[src/rtl/dmcd_pkg.sv]
package dmcd_pkg;

   // control word A layout
   localparam int unsigned A_RAT1_LSB  = 0;
   localparam int unsigned A_RAT2_LSB  = 12;
   localparam int unsigned A_DUAL_BIT  = 28;
   localparam int unsigned A_OGATE_BIT = 30;
   localparam int unsigned A_IGATE_BIT = 31;

   // control word B layout
   localparam int unsigned B_CNT1_LSB  = 0;
   localparam int unsigned B_CNT2_LSB  = 12;
   localparam int unsigned B_BYP_BIT   = 24;

   localparam int unsigned SLOT_W      = 12;
   localparam int unsigned NUM_WORDS   = 2;

   typedef enum logic {PH_FIRST = 1'b0, PH_SECOND = 1'b1} phase_e;

endpackage

[src/rtl/dmcd_cfg_regs.sv]
module dmcd_cfg_regs
   import dmcd_pkg::*;
#(
   parameter int unsigned DATA_W  = 32,
   parameter int unsigned FIELD_W = 12
) (
   input  logic               clk,
   input  logic               rst_n,
   input  logic               wr_en,
   input  logic               wr_sel,
   input  logic [DATA_W-1:0]  wr_data,
   output logic [FIELD_W-1:0] rat1,
   output logic [FIELD_W-1:0] rat2,
   output logic [FIELD_W-1:0] cnt1,
   output logic [FIELD_W-1:0] cnt2,
   output logic               dual,
   output logic               byp,
   output logic               in_gate,
   output logic               out_gate
);

   generate
      if (DATA_W < 32) begin : g_bad_data
         $error("dmcd_cfg_regs: DATA_W must be at least 32");
      end
      if (FIELD_W < 1 || FIELD_W > SLOT_W) begin : g_bad_field
         $error("dmcd_cfg_regs: FIELD_W must lie in 1..12");
      end
   endgenerate

   logic unused_wdata;
   assign unused_wdata = ^wr_data;

   // one storage process per control word
   generate
      for (genvar w = 0; w < NUM_WORDS; w++) begin : g_word
         if (w == 0) begin : g_a
            always_ff @(posedge clk) begin
               if (!rst_n) begin
                  rat1     <= '0;
                  rat2     <= '0;
                  dual     <= 1'b0;
                  out_gate <= 1'b0;
                  in_gate  <= 1'b0;
               end else if (wr_en && (wr_sel == 1'(w))) begin
                  rat1     <= wr_data[A_RAT1_LSB +: FIELD_W];
                  rat2     <= wr_data[A_RAT2_LSB +: FIELD_W];
                  dual     <= wr_data[A_DUAL_BIT];
                  out_gate <= wr_data[A_OGATE_BIT];
                  in_gate  <= wr_data[A_IGATE_BIT];
               end
            end
         end else begin : g_b
            always_ff @(posedge clk) begin
               if (!rst_n) begin
                  cnt1 <= '0;
                  cnt2 <= '0;
                  byp  <= 1'b0;
               end else if (wr_en && (wr_sel == 1'(w))) begin
                  cnt1 <= wr_data[B_CNT1_LSB +: FIELD_W];
                  cnt2 <= wr_data[B_CNT2_LSB +: FIELD_W];
                  byp  <= wr_data[B_BYP_BIT];
               end
            end
         end
      end
   endgenerate

endmodule

[src/rtl/dmcd_core.sv]
module dmcd_core
   import dmcd_pkg::*;
#(
   parameter int unsigned FIELD_W = 12
) (
   input  logic               clk,
   input  logic               rst_n,
   input  logic               run,
   input  logic               dual,
   input  logic [FIELD_W-1:0] rat1,
   input  logic [FIELD_W-1:0] rat2,
   input  logic [FIELD_W-1:0] cnt1,
   input  logic [FIELD_W-1:0] cnt2,
   output logic               lvl,
   output logic               tick
);

   generate
      if (FIELD_W < 1) begin : g_bad_field
         $error("dmcd_core: FIELD_W must be positive");
      end
   endgenerate

   localparam int unsigned HALF_W = FIELD_W + 1;

   logic [FIELD_W-1:0] cyc_q, lim_q, rep_q;
   phase_e             ph_q;

   logic               at_end, rep_done;
   logic [FIELD_W-1:0] rep_lim, rep_nx, lim_nx;
   phase_e             ph_nx;
   logic [HALF_W-1:0]  high_len;

   always_comb begin
      at_end   = (cyc_q == lim_q);
      rep_lim  = (ph_q == PH_FIRST) ? cnt1 : cnt2;
      rep_done = (rep_q == rep_lim);
      if (!dual)
         ph_nx = PH_FIRST;
      else if (rep_done)
         ph_nx = (ph_q == PH_FIRST) ? PH_SECOND : PH_FIRST;
      else
         ph_nx = ph_q;
      rep_nx   = (!dual || rep_done) ? '0 : rep_q + 1'b1;
      lim_nx   = (ph_nx == PH_SECOND) ? rat2 : rat1;
      high_len = ({1'b0, lim_q} + 1'b1) >> 1;
   end

   always_ff @(posedge clk) begin
      if (!rst_n) begin
         cyc_q <= '0;
         lim_q <= '0;
         rep_q <= '0;
         ph_q  <= PH_FIRST;
      end else if (!run) begin
         cyc_q <= '0;
         rep_q <= '0;
         ph_q  <= PH_FIRST;
         lim_q <= rat1;
      end else if (at_end) begin
         cyc_q <= '0;
         rep_q <= rep_nx;
         ph_q  <= ph_nx;
         lim_q <= lim_nx;
      end else begin
         cyc_q <= cyc_q + 1'b1;
      end
   end

   assign lvl  = run && ({1'b0, cyc_q} < high_len);
   assign tick = run && (cyc_q == '0);

   assert_cnt_bound_R2: assert property (@(posedge clk) disable iff (!rst_n)
      run |-> (cyc_q <= lim_q))
      else $error("cycle counter beyond period limit");

   assert_lim_hold_R6: assert property (@(posedge clk) disable iff (!rst_n)
      (run && !at_end) |=> (!run || $stable(lim_q)))
      else $error("period limit changed mid-period");

   assert_restart_R7: assert property (@(posedge clk) disable iff (!rst_n)
      !run |=> (cyc_q == '0 && rep_q == '0 && ph_q == PH_FIRST))
      else $error("idle divider not parked at first phase");

   assert_single_R4: assert property (@(posedge clk) disable iff (!rst_n)
      (run && !dual && at_end) |=> (ph_q == PH_FIRST))
      else $error("single mode left first ratio");

endmodule

[src/rtl/dmcd_outgate.sv]
module dmcd_outgate (
   input  logic clk,
   input  logic rst_n,
   input  logic out_gate,
   input  logic lvl,
   output logic gate_on
);

   always_ff @(posedge clk) begin
      if (!rst_n)
         gate_on <= 1'b0;
      else if (!lvl)
         gate_on <= out_gate;
   end

   assert_gate_hold_R9: assert property (@(posedge clk) disable iff (!rst_n)
      lvl |=> $stable(gate_on))
      else $error("output gate moved during high phase");

endmodule

[src/rtl/dmcd_clkdiv.sv]
module dmcd_clkdiv #(
   parameter int unsigned DATA_W  = 32,
   parameter int unsigned FIELD_W = 12
) (
   input  logic              clk,
   input  logic              rst_n,
   input  logic              wr_en,
   input  logic              wr_sel,
   input  logic [DATA_W-1:0] wr_data,
   output logic              clk_out,
   output logic              period_tick
);

   logic [FIELD_W-1:0] rat1, rat2, cnt1, cnt2;
   logic               dual, byp, in_gate, out_gate;
   logic               run, lvl, div_tick, gate_on;

   dmcd_cfg_regs #(.DATA_W(DATA_W), .FIELD_W(FIELD_W)) u_regs (
      .clk      (clk),
      .rst_n    (rst_n),
      .wr_en    (wr_en),
      .wr_sel   (wr_sel),
      .wr_data  (wr_data),
      .rat1     (rat1),
      .rat2     (rat2),
      .cnt1     (cnt1),
      .cnt2     (cnt2),
      .dual     (dual),
      .byp      (byp),
      .in_gate  (in_gate),
      .out_gate (out_gate)
   );

   assign run = in_gate && !byp;

   dmcd_core #(.FIELD_W(FIELD_W)) u_core (
      .clk   (clk),
      .rst_n (rst_n),
      .run   (run),
      .dual  (dual),
      .rat1  (rat1),
      .rat2  (rat2),
      .cnt1  (cnt1),
      .cnt2  (cnt2),
      .lvl   (lvl),
      .tick  (div_tick)
   );

   dmcd_outgate u_ogate (
      .clk      (clk),
      .rst_n    (rst_n),
      .out_gate (out_gate),
      .lvl      (lvl),
      .gate_on  (gate_on)
   );

   assign clk_out     = byp ? (clk & in_gate & gate_on) : (lvl & gate_on);
   assign period_tick = gate_on & (byp ? in_gate : div_tick);

   assert_tick_off_R9: assert property (@(posedge clk) disable iff (!rst_n)
      !gate_on |-> !period_tick)
      else $error("tick while output gate off");

   assert_in_off_R7: assert property (@(posedge clk) disable iff (!rst_n)
      !in_gate |-> (!period_tick && !clk_out))
      else $error("output active with input gate off");

   assert_reset_R10: assert property (@(posedge clk)
      !rst_n |=> (!gate_on && !in_gate))
      else $error("gates not cleared by reset");

endmodule

[config.mk]
export PLATFORM = sky130hd
export DESIGN_NAME = dmcd_clkdiv
export DESIGN_NICKNAME = d
export VERILOG_FILES = /design/src/rtl/dmcd_pkg.sv /design/src/rtl/dmcd_cfg_regs.sv /design/src/rtl/dmcd_core.sv /design/src/rtl/dmcd_outgate.sv /design/src/rtl/dmcd_clkdiv.sv
export SDC_FILE = /design/constraint.sdc
export NUM_CORES = 1
export LEC_CHECK = 0
export BUFFER_PORTS_ARGS = -buffer_cell sky130_fd_sc_hd__clkbuf_2
export CAP_MARGIN = 20
export CELL_PAD_IN_SITES_DETAIL_PLACEMENT = 1
export CELL_PAD_IN_SITES_GLOBAL_PLACEMENT = 2
export CORE_ASPECT_RATIO = 1.5
export CORE_MARGIN = 2
export CORE_UTILIZATION = 39
export DETAILED_ROUTE_END_ITERATION = 8
export MAX_ROUTING_LAYER = met4
export PLACE_DENSITY = 0.85
export SLEW_MARGIN = 25
export SYNTH_ARGS = -nofsm -noshare
export SYNTH_HDL_FRONTEND = slang
export SYNTH_SLANG_ARGS = --single-unit
[constraint.sdc]
create_clock -name clk -period 5 [get_ports clk]
set_input_delay 0.25 -clock clk [delete_from_list [all_inputs] [get_ports clk]]
set_output_delay 0.25 -clock clk [all_outputs]
set_load 0.02 [all_outputs]
==> results.py, run 1 <==
metrics = {
    "setup_path": {
        "cp-start-kind": "clock port",
        "crit_type": "clock port to output port",
        "cp.required_ns": 4.75,
        "crit_path_max_fanout": 2,
        "crit_arrival_ns": 3.22,
        "cp-end-kind": "output port",
    },
    "finish": {
        "nets": 593,
        "nFillCells": 1369,
        "design_area_um2": 5100,
        "final_cell_mix": "nand2_1, dfxtp_1, a21boi_0, xnor2_1, clkbuf_2",
        "synthToLayoutAreaGrowth_pct": 15.1,
        "layout_commonest_cell": "nand2_1",
        "ff_latch_area_um2": 1800,
        "antenna_cells": 0,
        "multi_input_area_um2": 2490,
        "post-route-util_pct": 46.1,
        "final_layout_size_suffix_gt1_share_pct": 11.2,
    },
    "routing": {
        "wl_met3_um": 232,
        "wl_per_cell_um": 16.2,
        "wl_met2_um": 6210,
        "highest_layer": "met4",
        "vias": 3542,
        "drt_iter0_drc": 77,
        "totalWireLength_um": 11200,
        "drc": 0,
        "wl_met1_um": 4460,
        "vias_per_cell": 5.11,
        "ant_nets": 0,
        "dr.pass1.iters": 4,
    },
    "worst_hold_path": {
        "hold_class": "primary input to register",
    },
    "place": {
        "numPortBuffers": 33,
        "placed_cell_area_um2": 4680,
        "place_hpwl_um": 8270,
        "place_ws_ns": 1.70,
        "gp_congestion": 0.847,
    },
    "synthesis": {
        "yosys_most_used_dff": "dfxtp_1",
        "syn_inst": 518,
        "ys_ff_latch": 90,
        "ys_types": 38,
        "synth_top_family_by_area": "simple AND/OR/NAND/NOR gates",
        "synth_xor_area_share_pct": 10.9,
        "synth-edff-count": 0,
        "synth_top_area_share_pct": 40.7,
        "avgSynthCellArea_um2": 8.55,
        "yosys.area.top_type": "dfxtp_1",
        "ys_seq_area_share_pct": 40.7,
        "yosysWarnings": 0,
        "synthAdderAreaFrac_pct": 4.52,
        "muxShareOfSynthArea_pct": 6.16,
        "synth_area_um2": 4430,
        "synth_compound_area_share_pct": 12.8,
        "yosys-top-cells-area": "dfxtp_1, nand2_1, a21boi_0, xnor2_1, mux2i_1",
        "synthSimpleGateAreaFrac_pct": 21.6,
        "async_flop_share_pct": 0,
        "synthesis.nets": 570,
    },
    "floorplan": {
        "core-area_um2": 11100,
        "die_x_um": 91,
        "dieHeight_um": 135,
        "boundaryPins": 38,
        "die_area_um2": 12200,
        "rows": 47,
        "start_util_pct": 40.1,
    },
    "timing": {
        "hold_violations": 0,
        "tightest_slew_ns": 0.958,
        "rsz0062_at_grt": "no",
        "worst_slack_ns": 1.53,
        "setup_tns_ns": 0,
        "slew_violations": 0,
        "fin_skew_ns": 0.00487,
        "setup_viol": 0,
        "max_slew_margin_pct": 36.2,
    },
    "global_route": {
        "grt_usage_pct": 20.4,
        "grt_pass1_vias": 3876,
        "grt_pass1_wl_um": 18900,
        "antenna_found_initial": 0,
        "grt_start_max_net_pins": 58,
        "grt.overflow.total": 0,
    },
    "clocking": {
        "path_clk_slew_ns": 0.06,
        "clkLatencyLatePin_ns": 0.45,
        "cts_tree": "built",
        "cts_hold_buffers": 0,
        "cts_setup_buffers": 0,
        "post_cts_resize_count": 0,
    },
    "pwr": {
        "leakage_nw": 1.80,
        "ir_drop_uv": 187,
        "power_mw": 1.78,
        "power.density_nw_per_um2": 349,
    },
    "run_status": {
        "status": "completed",
    },
    "run": {
        "drv_cap": 0,
    },
}
-- cell families (layout without fill, tap and decap cells) --
group,count (synthesis),in the layout
and+or+nand+nor,220,220
adders and majority gates,16,16
muxes,26,26
AOI/OAI and AO/OA,80,80
buffers and inverters,31,59
xor gates and xnor gates,55,55
DFF,90,90
-- metrics by stage --
step | hold slack (ns) | cells
final | 0.0278 | 693
after global routing | 0.0251 | 693
after CTS | 0.0148 | 693
after detailed placement | 0.461 | 674
after global placement | 0.445 | 673
after floorplan | 0.395 | 518
-- final timing paths --
| check | cells past startpoint | slack (ns) | to | start |
|---|---|---|---|---|
| worst min-delay path | 3 | 0.03 | u_regs.in_gate$_SDFFE_PN0P_ | wr_data[31] |
| worst max-delay path | 5 | 1.53 | clk_out | clk |
| worst min register to register | 2 | 0.47 | u_regs.cnt1[11]$_SDFFE_PN0P_ | u_regs.cnt1[11]$_SDFFE_PN0P_ |
| worst max register to register | 7 | 1.74 | u_core.lim_q[7]$_SDFFE_PN0P_ | u_core.ph_q$_SDFFE_PN0P_ |
-- worst max-delay path, stage by stage --
cell,delay (ns)
clkbuf_16,0.12
clkbuf_16,0.13
and3_1,0.16
o21a_1,0.16
clkbuf_2,0.15
-- routing by layer --
layer	GRT usage, %	vias up
met3	3.96	21
met1	20.4	1720
met5	-	-
li1	-	1773
met4	9.85	0
met2	37.7	28
-- report_power, final --
group          leakage [nW]  internal [mW]  switching, mW
registers             0.732          0.740         0.0163
clock network         0.209          0.592          0.306
logic                 0.855         0.0520         0.0712
total                  1.80           1.38          0.394
-- sequential cells by signal (all words and copies together) (netlist names), 12 cells and up --
| name | count |
|---|---|
| u_regs.cnt1 | 12 |
| u_core.lim_q | 12 |
| u_core.cyc_q | 12 |
| u_core.rep_q | 12 |
| u_regs.rat1 | 12 |
| u_regs.cnt2 | 12 |
| u_regs.rat2 | 12 |
-- area by class of cell --
cell class / count / area share, %
Tap cell: 147 / 3.61
Sequential cell: 90 / 35.4
Clock inverter: 6 / 2.23
Inverter: 4 / 0.295
Clock buffer: 14 / 6.06
Multi-Input combinational cell: 397 / 48.8
Timing Repair Buffer: 35 / 3.66
-- cells in the mapped netlist (2+ instances only) --
master    instances
nor2b_1           4
nor4_1            4
a21oi_1           4
xnor2_1          34
and3_1           11
nor3_1            2
o21ai_0           5
a21boi_0         52
o21ai_1           8
nor2_1           32
nand3_1          15
and2_1            3
nand3b_1          2
dfxtp_1          90
a41oi_1           2
a21o_1            2
xor2_1           21
buf_6             2
and4_1            2
nand2b_1          3
ha_1             16
nand4_1           8
nand2_1         132
clkbuf_1         23
inv_1             4
mux2i_1          25
No activity file was read; power rests on OpenSTA's default activity.
==> run 2, diff against run 1 <==
ABC_AREA = 1   (was not set)
CORE_UTILIZATION = 30   (was 39)
PLACE_DENSITY = 0.76   (was 0.85)
clock period = 2.8 ns   (was 5 ns; I/O delays follow)
==> run 2 against run 1 <==
Against the previous run: sequential share of layout area decreased by 4.8 points; die area increased by 37%; largest power group unchanged; total power up 90%; via count rose by 33%; setup slack got worse by 1.4 ns; synthesized area up 6.3%; largest cell class unchanged; wire length grew 31%.
==> results.py, run 2 <==
metrics = {
    "floorplan": {
        "dieHeight_um": 157,
        "boundaryPins": 38,
        "die_x_um": 106,
        "start_util_pct": 30.4,
        "die_area_um2": 16700,
        "rows": 56,
        "core-area_um2": 15500,
    },
    "synthesis": {
        "ys_types": 32,
        "syn_inst": 691,
        "yosysWarnings": 0,
        "yosysMostFrequentCell": "nand2_1",
        "ys_ff_latch": 90,
        "synthesis.nets": 743,
        "yosys.area.top_type": "dfxtp_1",
        "synth_top_area_share_pct": 38.3,
        "synth_area_um2": 4710,
        "yosys-top-cells-area": "dfxtp_1, nand2_1, nor2_1, o21ai_0, inv_1",
        "avgSynthCellArea_um2": 6.81,
        "async_flop_share_pct": 0,
        "synth.top_cells.by_count": "nand2_1, nor2_1, dfxtp_1",
        "yosys_most_used_dff": "dfxtp_1",
        "synth-edff-count": 0,
        "ys_seq_area_share_pct": 38.3,
    },
    "routing": {
        "drc": 0,
        "totalWireLength_um": 14800,
        "ant_nets": 0,
        "dr.pass1.iters": 4,
        "drt_iter0_drc": 101,
        "vias_per_cell": 4.85,
        "vias": 4695,
        "wl_per_cell_um": 15.2,
    },
    "place": {
        "place_ws_ns": 0.229,
        "placed_cell_area_um2": 5070,
        "gp_congestion": 0.864,
        "place_hpwl_um": 10900,
        "numPortBuffers": 33,
    },
    "pwr": {
        "power.density_nw_per_um2": 566,
        "ir_drop_uv": 516,
        "leakage_nw": 2.76,
    },
    "finish": {
        "layout_commonest_cell": "nand2_1",
        "final_layout_size_suffix_gt1_share_pct": 15.0,
        "synthToLayoutAreaGrowth_pct": 27.1,
        "final_cell_mix": "nand2_1, nor2_1, dfxtp_1, inv_1, o21ai_0",
        "nets": 812,
        "design_area_um2": 5980,
        "antenna_cells": 0,
    },
    "timing": {
        "rsz0062_at_grt": "yes",
        "setup_tns_ns": 0,
        "fin_skew_ns": 0.00886,
        "slew_violations": 0,
        "worst_slack_ns": 0.112,
        "fmax_ghz": 0.372,
        "tightest_slew_ns": 0.574,
        "hold_violations": 0,
        "holdWs_ns": 0.00204,
        "layout_min_cycle_time_ns": 2.69,
        "timing.final.crit_share_pct": 96.0,
        "max_slew_margin_pct": 61.7,
        "setup_viol": 0,
    },
    "setup_path": {
        "reg2reg_from": "u_core.lim_q[1]$_SDFFE_PN0P_",
        "crit_arrival_ns": 2.55,
        "cp-start-kind": "register",
        "cp.required_ns": 2.66,
        "crit_type": "register to output port",
        "startpoint": "u_core.lim_q[1]$_SDFFE_PN0P_",
        "crit_path_max_fanout": 4,
        "cp-end-kind": "output port",
    },
    "run": {
        "drv_cap": 0,
    },
    "global_route": {
        "use_met3_pct": 3.40,
        "grt.overflow.total": 0,
        "grt_start_max_net_pins": 65,
        "antenna_found_initial": 0,
        "grt_util_met2_pct": 35.3,
        "use_met1_pct": 18.7,
        "grt.busiest_layer": "met2",
        "grt_pass1_wl_um": 24200,
        "grt_pass1_vias": 5041,
        "grt_usage_pct": 19.1,
    },
    "clocking": {
        "path_clk_slew_ns": 0.06,
        "cts_tree": "built",
        "clkLatencyLatePin_ns": 0.46,
    },
    "run_status": {
        "status": "completed",
    },
    "worst_hold_path": {
        "min_from": "wr_data[24]",
        "hold_class": "primary input to register",
    },
}
==> run 2: final timing paths <==
check / endpoint / slack (ns) / cells after the start
min: u_regs.byp$_SDFFE_PN0P_ / 0.002 / 3
max reg2reg: u_ogate.gate_on$_SDFFE_PN0N_ / 0.13 / 15
min reg2reg: u_regs.cnt1[6]$_SDFFE_PN0P_ / 0.46 / 2
max: clk_out / 0.11 / 11
==> run 2: power by group <==
group	switching, mW	leakage, nW	internal, mW
Clock	0.544	0.210	1.01
Sequential	0.0529	0.742	1.35
Combinational	0.259	1.81	0.164
Total	0.856	2.76	2.53
==> run 2: layout make-up <==
type                    count  area, µm²
clock inverters             4       73.8
flip-flops and latches     90       1820
well taps                 203        254
fillers                  1959       9510
clock buffers              16        343
inverters                  74        285
multi-input cells         500       2610
repair buffers             81        591
==> run 2: critical path, stage by stage (launching register included) <==
cell and delay, ns:
dfxtp_4 0.40, nand3_4 0.11, nor3_4 0.27, nand4_1 0.15
xor2_1 0.18, ha_1 0.31, nand2_2 0.10, nor2_4 0.04
a21oi_2 0.15, nand4_1 0.15, o21ai_2 0.10, buf_6 0.14
==> run 2: cell families after synthesis <==
group           after synthesis  synth area share (%)
compound gates              105                  11.5
xor+xnor                     27                  5.03
flops                        90                  38.3
fa+ha+maj                    16                  4.25
simple gates                352                  31.9
buf+inv                     101                  9.09
==> run 2: what timing repair did <==
action | 4_1_cts | 5_1_grt
endpoints found under the hold margin | 38 | 0
hold buffers | 25 | 0
gates resized for setup | 30 | 18
setup endpoints to repair | 1 | 2
pin swaps | 13 | 14
buffers inserted | 10 | 3
==> run 2: metal layers <==
metal | part of all wire, % | wire (µm)
met3 | 2.0 | 290
met5 | 0 | 0
met2 | 54 | 7990
met1 | 39 | 5720
met4 | 5.1 | 757
==> run 2: metrics by stage <==
stage / power (mW) / std cells / util, %
6_report: 3.38 / 968 / 38.6
5_1_grt: 3.56 / 968 / 38.6
4_1_cts: 3.42 / 966 / 38.2
3_5_place_dp: 1.80 / 912 / 32.8
3_3_place_gp: 1.79 / 912 / 32.8
2_1_floorplan: 1.67 / 691 / -
